### config.mk
export PLATFORM = sky130hd
export DESIGN_NAME = fold_align_top
export DESIGN_NICKNAME = d
export VERILOG_FILES = /design/src/rtl/fold_pkg.sv /design/src/rtl/fold_pe.sv /design/src/rtl/fold_fbuf.sv /design/src/rtl/fold_maxsel.sv /design/src/rtl/fold_align_top.sv
export SDC_FILE = /design/constraint.sdc
export NUM_CORES = 1
export LEC_CHECK = 0
export BUFFER_PORTS_ARGS = -buffer_cell sky130_fd_sc_hd__clkbuf_2
export CAP_MARGIN = 5
export CORE_ASPECT_RATIO = 1.1
export CORE_UTILIZATION = 64
export CTS_CLUSTER_SIZE = 8
export DETAILED_ROUTE_END_ITERATION = 10
export GPL_TIMING_DRIVEN = 0
export HOLD_SLACK_MARGIN = 0.02
export MAX_ROUTING_LAYER = met4
export PLACE_DENSITY = 0.92
export SLEW_MARGIN = 20
export SYNTH_ARGS = -nofsm -noshare
export SYNTH_HDL_FRONTEND = slang
export SYNTH_HIERARCHICAL = 1
export SYNTH_SLANG_ARGS = --single-unit
### constraint.sdc
create_clock -name clk -period 15.7 [get_ports clk]
set_input_delay 3.14 -clock clk [delete_from_list [all_inputs] [get_ports clk]]
set_output_delay 3.14 -clock clk [all_outputs]
set_load 0.05 [all_outputs]
### src/rtl/fold_pkg.sv
package fold_pkg;
  typedef enum logic {ST_IDLE = 1'b0, ST_RUN = 1'b1} fold_state_e;

  function automatic int ceil_div(input int a, input int b);
    return (a + b - 1) / b;
  endfunction
endpackage

### src/rtl/fold_pe.sv
module fold_pe #(
  parameter int NPASS   = 3,
  parameter int SYM_W   = 2,
  parameter int TW      = 5,
  parameter int SCORE_W = 10,
  parameter int GAP_W   = 4,
  parameter int PS_W    = 2
) (
  input  logic               clk,
  input  logic               rst_n,
  input  logic               cfg_shift,
  input  logic [TW-1:0]      cfg_in,
  output logic [TW-1:0]      cfg_out,
  input  logic [PS_W-1:0]    bank,
  input  logic               enable,
  input  logic               clr,
  input  logic [GAP_W-1:0]   gap,
  input  logic               in_v,
  input  logic [SYM_W-1:0]   in_sym,
  input  logic [SCORE_W-1:0] in_h,
  output logic               out_v,
  output logic [SYM_W-1:0]   out_sym,
  output logic [SCORE_W-1:0] out_h
);
  localparam int ALPH  = 1 << SYM_W;
  localparam int LOC   = NPASS * ALPH;
  localparam int IDX_W = $clog2(LOC);
  localparam int EW    = SCORE_W + 2;

  logic signed [TW-1:0] tbl [LOC];
  logic [SCORE_W-1:0]   h_prev, left_prev, h_new;
  logic [IDX_W-1:0]     idx;
  logic signed [EW-1:0] diag, up, lf, m, gap_e, sub_e;

  // serial table chain, one word per shift
  always_ff @(posedge clk) begin
    if (cfg_shift) begin
      tbl[0] <= cfg_in;
      for (int i = 1; i < LOC; i++) tbl[i] <= tbl[i-1];
    end
  end
  assign cfg_out = tbl[LOC-1];

  assign idx = IDX_W'(int'(bank) * ALPH + int'(in_sym));

  always_comb begin
    sub_e = EW'(tbl[idx]);
    gap_e = $signed({{(EW-GAP_W){1'b0}}, gap});
    diag  = $signed({2'b00, left_prev}) + sub_e;
    up    = $signed({2'b00, in_h}) - gap_e;
    lf    = $signed({2'b00, h_prev}) - gap_e;
    m     = diag;
    if (up > m) m = up;
    if (lf > m) m = lf;
    if (m[EW-1])      h_new = '0;
    else if (m[EW-2]) h_new = '1;
    else              h_new = m[SCORE_W-1:0];
  end

  always_ff @(posedge clk or negedge rst_n) begin
    if (!rst_n) begin
      out_v <= 1'b0; out_sym <= '0; out_h <= '0;
      h_prev <= '0; left_prev <= '0;
    end else if (clr) begin
      out_v <= 1'b0; out_h <= '0;
      h_prev <= '0; left_prev <= '0;
    end else if (in_v) begin
      out_v   <= 1'b1;
      out_sym <= in_sym;
      if (enable) begin
        out_h     <= h_new;
        h_prev    <= h_new;
        left_prev <= in_h;
      end else begin
        out_h <= in_h;
      end
    end else begin
      out_v <= 1'b0;
    end
  end


  pass_thru_chk: assert property (@(posedge clk) disable iff (!rst_n)
    (in_v && !enable && !clr) |=> (out_h == $past(in_h)));


  bubble_hold_chk: assert property (@(posedge clk) disable iff (!rst_n)
    (!in_v && !clr) |=> $stable(h_prev) && $stable(left_prev));
endmodule

### src/rtl/fold_fbuf.sv
module fold_fbuf #(
  parameter int DEPTH = 16,
  parameter int W     = 12
) (
  input  logic                     clk,
  input  logic                     rst_n,
  input  logic                     wr_en,
  input  logic [$clog2(DEPTH)-1:0] wr_idx,
  input  logic [W-1:0]             wr_data,
  input  logic                     rd_en,
  input  logic [$clog2(DEPTH)-1:0] rd_idx,
  output logic [W-1:0]             rd_data
);
  logic [W-1:0] mem [DEPTH];

  always_ff @(posedge clk) begin
    if (wr_en) mem[wr_idx] <= wr_data;
  end
  assign rd_data = mem[rd_idx];

  // a slot is always read for this pass before it is overwritten
  slot_order_chk: assert property (@(posedge clk) disable iff (!rst_n)
    (rd_en && wr_en) |-> (wr_idx < rd_idx));
endmodule

### src/rtl/fold_maxsel.sv
module fold_maxsel #(
  parameter int N = 4,
  parameter int W = 10
) (
  input  logic [N-1:0]   v,
  input  logic [N*W-1:0] h,
  output logic [W-1:0]   m
);
  always_comb begin
    m = '0;
    for (int k = 0; k < N; k++)
      if (v[k] && (h[k*W +: W] > m)) m = h[k*W +: W];
  end
endmodule

### src/rtl/fold_align_top.sv
module fold_align_top
  import fold_pkg::*;
#(
  parameter int P        = 4,
  parameter int NPASS    = 3,
  parameter int SYM_W    = 2,
  parameter int TW       = 5,
  parameter int SCORE_W  = 10,
  parameter int GAP_W    = 4,
  parameter int MAX_SUBJ = 16,
  localparam int QL_W    = $clog2(P*NPASS + 1),
  localparam int SL_W    = $clog2(MAX_SUBJ + 1)
) (
  input  logic               clk,
  input  logic               rst_n,
  input  logic               cfg_mode,
  input  logic               cfg_valid,
  input  logic [TW-1:0]      cfg_word,
  input  logic [GAP_W-1:0]   gap,
  input  logic [QL_W-1:0]    qlen,
  input  logic [SL_W-1:0]    slen,
  input  logic               start,
  input  logic               s_valid,
  output logic               s_ready,
  input  logic [SYM_W-1:0]   s_sym,
  output logic [SCORE_W-1:0] best,
  output logic               done
);
  localparam int PS_W = (NPASS > 1) ? $clog2(NPASS) : 1;
  localparam int IX_W = $clog2(MAX_SUBJ);
  localparam int FB_W = SYM_W + SCORE_W;

  fold_state_e        state_q;
  logic [PS_W-1:0]    pass_q, lastp_q;
  logic [QL_W-1:0]    qlen_q;
  logic [SL_W-1:0]    slen_q, feed_cnt, out_cnt;
  logic [SCORE_W-1:0] best_q, cyc_max;
  logic               done_q;

  logic [P:0]         ch_v;
  logic [SYM_W-1:0]   ch_sym [P+1];
  logic [SCORE_W-1:0] ch_h   [P+1];
  logic [TW-1:0]      cfg_ch [P+1];
  logic [P-1:0]       pe_en;
  logic [P*SCORE_W-1:0] h_flat;

  logic go, first_pass, is_last, feeding, last_out, pe_clr, cfg_shift;
  logic fb_wr, fb_rd;
  logic [FB_W-1:0] fb_q;

  assign go         = (state_q == ST_IDLE) && start && !cfg_mode;
  assign cfg_shift  = (state_q == ST_IDLE) && cfg_mode && cfg_valid;
  assign first_pass = (pass_q == '0);
  assign is_last    = (pass_q == lastp_q);
  assign feeding    = (state_q == ST_RUN) && (feed_cnt < slen_q);
  assign s_ready    = feeding && first_pass;
  assign last_out   = (state_q == ST_RUN) && ch_v[P] && (out_cnt == slen_q - SL_W'(1));
  assign pe_clr     = go || (last_out && !is_last);

  // chain input: subject stream on the first pass, replay buffer later
  assign ch_v[0]   = feeding && (first_pass ? s_valid : 1'b1);
  assign ch_sym[0] = first_pass ? s_sym : fb_q[FB_W-1 -: SYM_W];
  assign ch_h[0]   = first_pass ? '0 : fb_q[SCORE_W-1:0];
  assign cfg_ch[0] = cfg_word;

  generate
    for (genvar k = 0; k < P; k++) begin : g_pe
      assign pe_en[k] = (int'(pass_q) * P + k) < int'(qlen_q);
      fold_pe #(
        .NPASS(NPASS), .SYM_W(SYM_W), .TW(TW),
        .SCORE_W(SCORE_W), .GAP_W(GAP_W), .PS_W(PS_W)
      ) u_pe (
        .clk(clk), .rst_n(rst_n),
        .cfg_shift(cfg_shift), .cfg_in(cfg_ch[k]), .cfg_out(cfg_ch[k+1]),
        .bank(pass_q), .enable(pe_en[k]), .clr(pe_clr), .gap(gap),
        .in_v(ch_v[k]), .in_sym(ch_sym[k]), .in_h(ch_h[k]),
        .out_v(ch_v[k+1]), .out_sym(ch_sym[k+1]), .out_h(ch_h[k+1])
      );
      assign h_flat[k*SCORE_W +: SCORE_W] = ch_h[k+1];
    end
  endgenerate

  fold_maxsel #(.N(P), .W(SCORE_W)) u_max (
    .v(ch_v[P:1]), .h(h_flat), .m(cyc_max)
  );

  assign fb_wr = (state_q == ST_RUN) && ch_v[P] && !is_last;
  assign fb_rd = feeding && !first_pass;

  fold_fbuf #(.DEPTH(MAX_SUBJ), .W(FB_W)) u_fb (
    .clk(clk), .rst_n(rst_n),
    .wr_en(fb_wr), .wr_idx(out_cnt[IX_W-1:0]), .wr_data({ch_sym[P], ch_h[P]}),
    .rd_en(fb_rd), .rd_idx(feed_cnt[IX_W-1:0]), .rd_data(fb_q)
  );

  always_ff @(posedge clk or negedge rst_n) begin
    if (!rst_n) begin
      state_q <= ST_IDLE; pass_q <= '0; lastp_q <= '0;
      qlen_q <= '0; slen_q <= '0; feed_cnt <= '0; out_cnt <= '0;
      best_q <= '0; done_q <= 1'b0;
    end else begin
      done_q <= 1'b0;
      if (go) begin
        state_q  <= ST_RUN;
        pass_q   <= '0;
        lastp_q  <= PS_W'(ceil_div(int'(qlen), P) - 1);
        qlen_q   <= qlen;
        slen_q   <= slen;
        feed_cnt <= '0;
        out_cnt  <= '0;
        best_q   <= '0;
      end else if (state_q == ST_RUN) begin
        if (ch_v[0]) feed_cnt <= feed_cnt + SL_W'(1);
        if (ch_v[P]) out_cnt  <= out_cnt + SL_W'(1);
        if (cyc_max > best_q) best_q <= cyc_max;
        if (last_out) begin
          feed_cnt <= '0;
          out_cnt  <= '0;
          if (is_last) begin
            state_q <= ST_IDLE;
            done_q  <= 1'b1;
          end else begin
            pass_q <= pass_q + PS_W'(1);
          end
        end
      end
    end
  end

  assign best = best_q;
  assign done = done_q;


  done_pulse_chk: assert property (@(posedge clk) disable iff (!rst_n)
    done |=> !done);


  best_hold_chk: assert property (@(posedge clk) disable iff (!rst_n)
    ((state_q == ST_IDLE) && !go) |=> $stable(best));


  cfg_block_chk: assert property (@(posedge clk) disable iff (!rst_n)
    ((state_q == ST_IDLE) && cfg_mode) |=> (state_q == ST_IDLE));


  pass_lim_chk: assert property (@(posedge clk) disable iff (!rst_n)
    (state_q == ST_RUN) |-> (pass_q <= lastp_q));


  feed_lim_chk: assert property (@(posedge clk) disable iff (!rst_n)
    (state_q == ST_RUN) |-> (feed_cnt <= slen_q));
endmodule

==> impl_metrics.json <==
{
  "ys_warn_count": 6,
  "fin_tns_setup_ps": 0,
  "clkTransAtPathRegs_ps": 50,
  "cts_made_buffers": 85,
  "slew_headroom": 0.197,
  "tritoncts": "done",
  "place.port_buffers": 37,
  "syn_nets": 3110,
  "setup_violations": 0,
  "die_h_um": 244,
  "worstHoldPathType": "reg2reg",
  "worstPathRequired_ps": 16240,
  "rsz0062_at_grt": "false",
  "fp.dieW_um": 222,
  "rr_startpoint": "feed_cnt[2]",
  "hold_viol_final": 0,
  "grt_max_degree": 82,
  "antenna_found_initial": 2,
  "crit_slowest_cell": "buf_1",
  "r2r_slack_ps": 4190,
  "antenna_left": 0,
  "syn-instance-count": 2854,
  "drt_iter0_drc": 2759,
  "drc": 0,
  "globalRouteTotalUtil": 0.351,
  "start_util": 0.649,
  "dp_slack_ps": 3140,
  "setup.worst_path.start": "s_sym[0]",
  "drt_wl_total_um": 92400,
  "crit_end": "g_pe[0].u_pe/out_h[7]",
  "cp-end-kind": "register",
  "coreArea_mm2": 0.0525,
  "cts.sinks": 599,
  "final_util": 0.724,
  "grt_pass1_wl_um": 143000,
  "dp_hpwl_um": 61700,
  "gp_congestion": 0.957,
  "clk_path_buf_depth": 3,
  "drive_above_1_share": 0.134,
  "cpMostUsedCell": "a21oi_1",
  "core.rowCount": 88,
  "seq_area_mm2": 0.0172,
  "ff2ff_path_depth": 38,
  "tightest_slew_ps": 1200,
  "critPathMaxFanout": 10,
  "fin_crit_sh": 0.778,
  "fin_crit_ps": 12210,
  "multi_input_area_mm2": 0.0159,
  "clk-insertion-delay-late_ps": 680,
  "cap_violations": 0,
  "outcome": "completed",
  "clock-root-buffer": "clkbuf_16",
  "fillCellCount": 3281,
  "wl_per_cell_um": 24.7,
  "vias": 25600,
  "area_growth_pct": 11.6,
  "ctsResizeCount": 0,
  "worst_ep_arrival_time_ps": 12750,
  "start_kind": "primary input",
  "nets": 3249,
  "slew_viol_final": 0,
  "grt_pass1_vias": 25900,
  "vias_per_cell": 6.84,
  "cts_setup_buffers": 0,
  "worst_slack_ps": 3490,
  "r2r-end": "g_pe[0].u_pe/out_h[7]",
  "dr.pass1.iters": 9,
  "crit_type": "in2reg",
  "io_pins": 38,
  "fin_skew_ps": 63.1,
  "syn_area_mm2": 0.0341,
  "postSynthAreaPerCell_um2": 11.9,
  "htree_levels": 3,
  "die-area_mm2": 0.0542,
  "gr-total-overflow": 0,
  "hold_buffers": 0,
  "slowest_delay_ps": 670,
  "max_freq_ghz": 0.0819
}
## flip-flops by register name, summed over array words and instances, names as in the netlist, 5 cells and up
name / count
out_cnt: 5
g_pe.u_pe/left_prev: 40
u_fb/mem: 192
g_pe.u_pe/tbl: 240
feed_cnt: 5
g_pe.u_pe/out_h: 40
best: 10
slen_q: 5
g_pe.u_pe/out_sym: 8
g_pe.u_pe/h_prev: 40
## layout by cell type, fill, tap and decap left out, drive strengths merged, types with 13 or more instances in the layout
cell type / n
edfxtp: 432
clkbuf: 251
nand2: 239
ha: 218
nor2: 209
dfrtp: 167
a21oi: 155
o21ai: 150
inv: 141
nor3: 110
mux4: 108
buf: 61
nand2b: 55
xor2: 54
xnor2: 52
nand3: 51
nor2b: 50
mux2i: 43
a21o: 35
mux2: 35
nand4: 28
a22oi: 28
a2111oi: 28
a211oi: 25
or2: 25
and2: 24
o211ai: 22
or3: 19
o21a: 18
nor4: 14
o22ai: 13
## routing by layer
metal | track usage | vias up | wire [um]
met3 | 0.0589 | 351 | 8060
met4 | 0.190 | 0 | 4760
li1 | - | 11100 | -
met5 | - | - | 0
met2 | 0.564 | 1534 | 45000
met1 | 0.428 | 12600 | 34600
## critical path, delay by kind of cell
| kind | cells | cell delay, ps |
|---|---|---|
| AOI/OAI and AO/OA | 13 | 2920 |
| buffers and inverters | 8 | 2590 |
| muxes | 4 | 1480 |
| and+or+nand+nor | 6 | 1320 |
| adders and majority gates | 3 | 930 |
| xor gates and xnor gates | 1 | 360 |
## how the worst min path moves through the flow
stage	cells past startpoint	startpoint	slack [ps]	end
after floorplan	0	g_pe[0].u_pe/tbl[10][0]	420	g_pe[0].u_pe/tbl[11][0]
after global placement	0	g_pe[3].u_pe/tbl[1][3]	420	g_pe[3].u_pe/tbl[2][3]
after detailed placement	0	g_pe[0].u_pe/tbl[6][2]	430	g_pe[0].u_pe/tbl[7][2]
after CTS	0	g_pe[0].u_pe/tbl[6][2]	440	g_pe[0].u_pe/tbl[7][2]
after global routing	0	g_pe[1].u_pe/tbl[10][0]	450	g_pe[1].u_pe/tbl[11][0]
final	0	g_pe[1].u_pe/tbl[2][3]	440	g_pe[1].u_pe/tbl[3][3]
## per-stage QoR
stage	std cells	hold WS, ps	cell area [um2]
global placement	3566	422	35100
CTS	3733	440	38000
finish	3736	440	38000
detailed placement	3581	429	35400
global route	3735	446	38000
floorplan	2854	421	34100
## area by class of cell
type | count | share of cell area
inverters | 143 | 0.0141
flip-flops and latches | 599 | 0.451
well taps | 675 | 0.0222
diodes | 3 | 0.000197
clock buffers | 144 | 0.0618
plain buffers | 116 | 0.0154
clock inverters | 8 | 0.00530
multi-input cells | 1996 | 0.417
repair buffers | 52 | 0.0129
Power is not shown: default switching activity piles up to over one toggle a cycle in this logic, so the estimate is an artifact.
